`src/rtl/advrd_pkg.sv`:
```
package advrd_pkg;
  localparam int ADDR_W = 9;
  localparam int DATA_W = 16;
  localparam int RH_W   = 4;
  localparam int AOE_W  = 2;

  // Offset of the first output-enable cycle from chip-select assertion:
  // the later of the two timing constraints.
  function automatic logic [RH_W-1:0] oe_offset(input logic [RH_W-1:0] rd_hold,
                                                 input logic [AOE_W-1:0] adv_oe);
    logic [RH_W-1:0] aoe_ext;
    aoe_ext = {{(RH_W-AOE_W){1'b0}}, adv_oe};
    return (rd_hold > aoe_ext) ? rd_hold : aoe_ext;
  endfunction
endpackage

```
`src/rtl/advrd_cfg_sel.sv`:
```
module advrd_cfg_sel #(
  parameter int NUM_CS = 6,
  parameter int SW     = 3,
  parameter int RH_W   = 4,
  parameter int AOE_W  = 2
) (
  input  logic [SW-1:0]           sel,
  input  logic [NUM_CS-1:0]       hold_vec,
  input  logic [NUM_CS*AOE_W-1:0] aoe_vec,
  input  logic [NUM_CS*RH_W-1:0]  rh_vec,
  output logic                    sel_ok,
  output logic                    hold,
  output logic [RH_W-1:0]         dly
);
  logic [RH_W-1:0]  rh_pick;
  logic [AOE_W-1:0] aoe_pick;

  assign sel_ok = (int'(sel) < NUM_CS);

  always_comb begin
    hold     = 1'b0;
    rh_pick  = '0;
    aoe_pick = '0;
    for (int i = 0; i < NUM_CS; i++) begin
      if (int'(sel) == i) begin
        hold     = hold_vec[i];
        rh_pick  = rh_vec[i*RH_W +: RH_W];
        aoe_pick = aoe_vec[i*AOE_W +: AOE_W];
      end
    end
  end

  assign dly = advrd_pkg::oe_offset(rh_pick, aoe_pick);
endmodule

```
`src/rtl/advrd_core.sv`:
```
module advrd_core #(
  parameter int AW   = 9,
  parameter int DW   = 16,
  parameter int DLYW = 4
) (
  input  logic            clk,
  input  logic            rst_n,
  input  logic            start,
  input  logic [AW-1:0]   start_addr,
  input  logic            start_hold,
  input  logic [DLYW-1:0] start_dly,
  input  logic [DW-1:0]   data_in,
  output logic            ready,
  output logic            act,
  output logic            adv_act,
  output logic            oe_act,
  output logic [AW-1:0]   addr_out,
  output logic            done,
  output logic [DW-1:0]   done_data
);
  localparam int CW = DLYW + 1;

  typedef enum logic [1:0] {S_IDLE, S_ACT, S_DONE} state_t;

  state_t          state;
  logic [CW-1:0]   cnt;
  logic [AW-1:0]   addr_q;
  logic            hold_q;
  logic [DLYW-1:0] dly_q;
  logic [CW-1:0]   last_cnt;
  logic            last_oe;   // second output-enable cycle: data sample point
  logic            accept;

  assign ready    = (state != S_ACT);
  assign accept   = ready && start;
  assign act      = (state == S_ACT);
  assign adv_act  = act && (cnt == '0);
  assign oe_act   = act && (cnt >= {1'b0, dly_q});
  assign last_cnt = {1'b0, dly_q} + CW'(1);
  assign last_oe  = act && (cnt == last_cnt);
  assign done     = (state == S_DONE);
  assign addr_out = (act && (adv_act || hold_q)) ? addr_q : '0;

  always_ff @(posedge clk or negedge rst_n) begin
    if (!rst_n) begin
      state     <= S_IDLE;
      cnt       <= '0;
      addr_q    <= '0;
      hold_q    <= 1'b0;
      dly_q     <= '0;
      done_data <= '0;
    end else if (act) begin
      cnt <= cnt + CW'(1);
      if (last_oe) begin
        done_data <= data_in;
        state     <= S_DONE;
      end
    end else if (accept) begin
      state  <= S_ACT;
      cnt    <= '0;
      addr_q <= start_addr;
      hold_q <= start_hold;
      dly_q  <= start_dly;
    end else begin
      state <= S_IDLE;
    end
  end

  // strobe lasts one cycle
  p_adv_single_r2: assert property (@(posedge clk) disable iff (!rst_n)
    adv_act |=> !adv_act);
  // output enable held two cycles, then released with the chip select
  p_oe_pair_r4: assert property (@(posedge clk) disable iff (!rst_n)
    $rose(oe_act) |=> oe_act);
  p_oe_release_r4: assert property (@(posedge clk) disable iff (!rst_n)
    (oe_act && $past(oe_act)) |=> !act);
  // done follows the last output-enable cycle, one cycle wide
  p_done_after_oe_r5: assert property (@(posedge clk) disable iff (!rst_n)
    done |-> (!act && $past(oe_act)));
  p_done_pulse_r5: assert property (@(posedge clk) disable iff (!rst_n)
    done |=> !done);
  // every transfer end passes through a done (idle) cycle
  p_gap_r9: assert property (@(posedge clk) disable iff (!rst_n)
    $fell(act) |-> done);
  // address lines quiet outside a transfer
  p_addr_idle_r11: assert property (@(posedge clk) disable iff (!rst_n)
    !act |-> (addr_out == '0));
endmodule

```
`src/rtl/advrd_seq.sv`:
```
module advrd_seq #(
  parameter int NUM_CS = 6,
  parameter int SW     = 3,
  parameter int AW     = advrd_pkg::ADDR_W,
  parameter int DW     = advrd_pkg::DATA_W
) (
  input  logic                                  clk,
  input  logic                                  rst_n,
  input  logic                                  req_valid,
  input  logic [SW-1:0]                         req_sel,
  input  logic [AW-1:0]                         req_addr,
  output logic                                  req_ready,
  input  logic [NUM_CS-1:0]                     cfg_addr_hold,
  input  logic [NUM_CS*advrd_pkg::AOE_W-1:0]    cfg_adv_oe,
  input  logic [NUM_CS*advrd_pkg::RH_W-1:0]     cfg_rd_hold,
  output logic [NUM_CS-1:0]                     cs_n,
  output logic                                  adv_n,
  output logic                                  oe_n,
  output logic [AW-1:0]                         addr_out,
  input  logic [DW-1:0]                         data_in,
  output logic                                  done,
  output logic [DW-1:0]                         done_data
);
  localparam int RH_W  = advrd_pkg::RH_W;
  localparam int AOE_W = advrd_pkg::AOE_W;

  logic            sel_ok, sel_hold, start, act, adv_act, oe_act;
  logic [RH_W-1:0] sel_dly;
  logic [SW-1:0]   sel_q;

  advrd_cfg_sel #(.NUM_CS(NUM_CS), .SW(SW), .RH_W(RH_W), .AOE_W(AOE_W)) cfg_i (
    .sel(req_sel), .hold_vec(cfg_addr_hold), .aoe_vec(cfg_adv_oe), .rh_vec(cfg_rd_hold),
    .sel_ok(sel_ok), .hold(sel_hold), .dly(sel_dly)
  );

  assign start = req_valid && sel_ok;

  advrd_core #(.AW(AW), .DW(DW), .DLYW(RH_W)) core_i (
    .clk(clk), .rst_n(rst_n), .start(start), .start_addr(req_addr),
    .start_hold(sel_hold), .start_dly(sel_dly), .data_in(data_in),
    .ready(req_ready), .act(act), .adv_act(adv_act), .oe_act(oe_act),
    .addr_out(addr_out), .done(done), .done_data(done_data)
  );

  always_ff @(posedge clk or negedge rst_n) begin
    if (!rst_n)                      sel_q <= '0;
    else if (start && req_ready)     sel_q <= req_sel;
  end

  for (genvar g = 0; g < NUM_CS; g++) begin : g_cs
    assign cs_n[g] = !(act && (int'(sel_q) == g));
  end

  assign adv_n = !adv_act;
  assign oe_n  = !oe_act;

  // at most one chip select active
  p_cs_onehot_r8: assert property (@(posedge clk) disable iff (!rst_n)
    $onehot0(~cs_n));
  // strobe only inside a chip-select window
  p_adv_in_cs_r2: assert property (@(posedge clk) disable iff (!rst_n)
    !adv_n |-> !(&cs_n));
  // output enable only inside a chip-select window
  p_oe_in_cs_r4: assert property (@(posedge clk) disable iff (!rst_n)
    !oe_n |-> !(&cs_n));
endmodule

```
`config.mk`:
```
export PLATFORM = sky130hd
export DESIGN_NAME = advrd_seq
export DESIGN_NICKNAME = d
export VERILOG_FILES = /design/src/rtl/advrd_pkg.sv /design/src/rtl/advrd_cfg_sel.sv /design/src/rtl/advrd_core.sv /design/src/rtl/advrd_seq.sv
export SDC_FILE = /design/constraint.sdc
export NUM_CORES = 1
export LEC_CHECK = 0
export ABC_AREA = 1
export BUFFER_PORTS_ARGS = -buffer_cell sky130_fd_sc_hd__buf_2
export CORE_ASPECT_RATIO = 1.4
export CORE_MARGIN = 2
export CORE_UTILIZATION = 47
export CTS_CLUSTER_DIAMETER = 40
export DETAILED_ROUTE_END_ITERATION = 8
export PLACE_DENSITY_LB_ADDON = 0.25
export SYNTH_ARGS = -nofsm -noshare
export SYNTH_HDL_FRONTEND = slang
export SYNTH_SLANG_ARGS = --single-unit
```
`constraint.sdc`:
```
create_clock -name clk -period 2.1 [get_ports clk]
set_input_delay 0.105 -clock clk [delete_from_list [all_inputs] [get_ports clk]]
set_output_delay 0.105 -clock clk [all_outputs]
set_load 0.01 [all_outputs]
```
==> summary.txt <==
Run status
  – Status: complete, no violations

Flow run
  – Max cap viols: 0

Timing
  – RSZ-0062 raised after global routing: false
  – TNS Setup: 0 ns
  – Worst-Margin Slew: 0.8575 ns
  – Worst Clk Skew: 0.004389 ns
  – Crit path time final: between 1.5 and 2 ns
  – Count of final setup violators: 0
  – Fmax: 507.7 MHz
  – Tcrit/Tclk final: 0.9379
  – Fin. Hold Viols: 0
  – Slew headroom: 0.4283
  – Slew Viols, Final: 0

Setup path
  – CP dominant cell by count: inv_2
  – CP Launch Type: flop
  – Setup slack, reg-to-reg: 0.28 ns
  – Worst path slowest cell: dfrtp_1
  – Cells on worst reg2reg path: 9
  – Crit end category: output port
  – Req. time, crit path: around 2.0 ns
  – Slowest Stage Delay on Critical Path: between 0.3 and 0.4 ns
  – CP startpoint: core_i.state[1]
  – RR Endpoint: core_i.done_data[1]
  – Max FO, Critical Path: 9
  – CP cell instances: inv_2, nand2_2, inv_2, nand4_1, nand2_1, clkinvlp_4, nor2_1, buf_2
  – Setup CP Type: flop to output port
  – CP arrival: 1.86 ns
  – FF-to-FF Start: core_i.dly_q[0]

Hold path
  – Worst hold endpoint: core_i.done_data[9]
  – Min-delay worst type: primary input to flop
  – Hold Path Stages: 3
  – Hold_sp: data_in[9]

Route
  – Vias: roughly 2.5k
  – Vias/cell: between 4 and 5
  – Drc violations: 0
  – ANT nets after route: 0
  – 1st-pass router iterations: 4
  – WL final: 5947 um
  – WL per Instance: 11.68 um
  – Initial DRC Count: 94

Logic synthesis
  – Cell Area, Synth: 2432 um^2
  – Yosys top cell area share: 0.4115
  – Mean Syn Cell Area: between 7 and 8 um^2
  – YS warnings: 0
  – Synth Register Bits: 40
  – Synth Instances: between 300 and 400
  – Ys async rst share: 1.000
  – Syn_nets: around 410
  – Commonest cells in the netlist: nand2_1 (113), dfrtp_1 (40), inv_1 (35), nor2_1 (31), nand3_1 (23)
  – Area leader, netlist: dfrtp_1
  – Synth Flop Type: dfrtp_1
  – Number of enable flip-flop cells after synthesis: 0
  – Area contributors post-synth: dfrtp_1 (41%), nand2_1 (17%), inv_1 (5.4%)
  – Count leader, synth: nand2_1
  – Sequential fraction of the synthesis area: 0.4115
  – Library cells used by synthesis: 34

GRT
  – Overall Global Routing Usage: 0.2148
  – Vias in the first global route: roughly 2.3k
  – Total global routing overflow: 0
  – Initial antenna violation count: 0
  – First-pass GRT wire length: 9528 um
  – Pin count of the biggest net entering global routing: ~40

Power
  – VDD IR max: around 0.00039 V
  – Sequential share of power: 0.362
  – Clock power frac: 0.130
  – Logic gate share of total power: 0.508
  – Net Sw Power: between 1.5 and 2 mW
  – Net Sw Frac: 0.4374
  – Pwr Density: between 1000 and 1500 nW/um^2
  – P_int: between 2 and 2.5 mW
  – Leakage power: approximately 1.8 nW

Final layout
  – Layout Nets: between 500 and 600
  – Share of layout cells above drive strength 1: 0.3205
  – Post-route cell area: between 3000 and 4000 um^2
  – # diodes: 0
  – Area Overhead vs Synth: 28.55%
  – Final Core Density: 0.6154

Floorplan
  – Core area: 5081 um^2
  – Effective utilization at floorplan: 0.4787
  – Die height: between 80 and 90 um
  – Die footprint: between 5000 and 6000 um^2
  – Die Wd: 64.80 um
  – Row cnt: 31
  – Ports: around 110

Clocking
  – CTS max path bufs: 2
  – CTS tree: yes
  – Htree depth: 2
  – CTS clock-pin slew for the worst setup and hold paths: around 0.07 ns
  – Number of CTS-inserted buffers: 5
  – CTS root buffer: clkbuf_8
  – Clock Sinks: 40
  – Worst-Skew Late Latency: 0.29 ns

Placed design
  – GP Congestion: between 0.9 and 1
  – Port Buf Inserts: 107
  – Post-DP Area: 3015 um^2
  – Hpwl dp: approximately 4900 um
-- routing by layer --
metal | part of all wire | global-route usage | up-vias
met4 | 0.048 | 0.1315 | 0
met2 | 0.51 | 0.4039 | 110
li1 | - | - | 1259
met1 | 0.37 | 0.2178 | 1095
met5 | 0 | 0 | -
met3 | 0.075 | 0.04030 | 19
-- what timing repair did --
item / 4_1_cts / 5_1_grt
endpoints found under the hold margin: 41 / 0
resized for setup: 0 / 2
setup buffers: 0 / 0
hold buffers: 2 / 0
setup endpoints to repair: 0 / 2
-- worst max-delay path: cells and delay by family (launching register included) --
family | cells | cell delay (ns)
buffers and inverters | 4 | 0.60
and+or+nand+nor | 4 | 0.60
DFF | 1 | 0.37
-- cells in the final DEF, fill, tap and decap left out, types with 3 or more instances in the layout --
cell type,count
a21oi_1,7
buf_2,107
buf_4,3
clkbuf_8,5
dfrtp_1,40
ha_1,9
inv_1,34
inv_2,8
nand2_1,113
nand3_1,23
nand4_1,6
nor2_1,31
nor2_4,3
nor3_4,3
o21ai_0,16
o21ai_1,7
-- area by class of cell --
cell class	instances	area [um^2]
clock buffers	5	68.82
clock inverters	3	18.77
fillers	492	1954
inverters	44	171.4
multi-input cells	239	1206
flip-flops and latches	40	1001
well taps	66	82.58
repair buffers	112	578.1
-- stage by stage --
step / hold slack, ns / setup slack, ns / power (mW) / instances
finish: 0.008865 / 0.1304 / 3.773 / 509
global route: 0.001315 / 0.02443 / 4.177 / 509
CTS: 0.001150 / 0.1182 / 3.816 / 509
detailed placement: 0.2607 / 0.02539 / 3.306 / 499
global placement: 0.2581 / 0.08911 / 3.235 / 499
floorplan: -0.1906 / 0.2980 / 2.630 / 330
-- power by group through the flow --
stage / Clock, mW / Sequential (mW) / Combinational, mW
after floorplan: 0 / 1.42 / 1.21
after global placement: 0 / 1.37 / 1.87
after detailed placement: 0 / 1.38 / 1.92
after CTS: 0.512 / 1.37 / 1.93
after global routing: 0.540 / 1.42 / 2.22
final: 0.491 / 1.37 / 1.92
-- kinds of logic (layout without fill, tap and decap cells) --
family	count (synthesis)	count (layout)	share of synthesized area
XOR/XNOR	3	3	0.01080
AND/OR/NAND/NOR	192	192	0.3611
buffers and inverters	51	164	0.09259
AO/OA/AOI/OAI	35	35	0.07767
flip-flops	40	40	0.4115
adder cells (fa/ha/maj)	9	9	0.04630
-- how the worst max path moves through the flow --
stage | endpoint | slack [ns]
floorplan | core_i.dly_q[0] | 0.30
global placement | core_i.dly_q[1] | 0.09
detailed placement | core_i.dly_q[0] | 0.03
CTS | addr_out[7] | 0.12
global route | oe_n | 0.02
finish | addr_out[7] | 0.13
-- state kept, by name, summed over array words and instances (netlist names) --
signal            flops
core_i.state          2
core_i.hold_q         1
core_i.cnt            5
core_i.dly_q          4
core_i.done_data     16
sel_q                 3
core_i.addr_q         9
(Power assumes the default switching activity.)
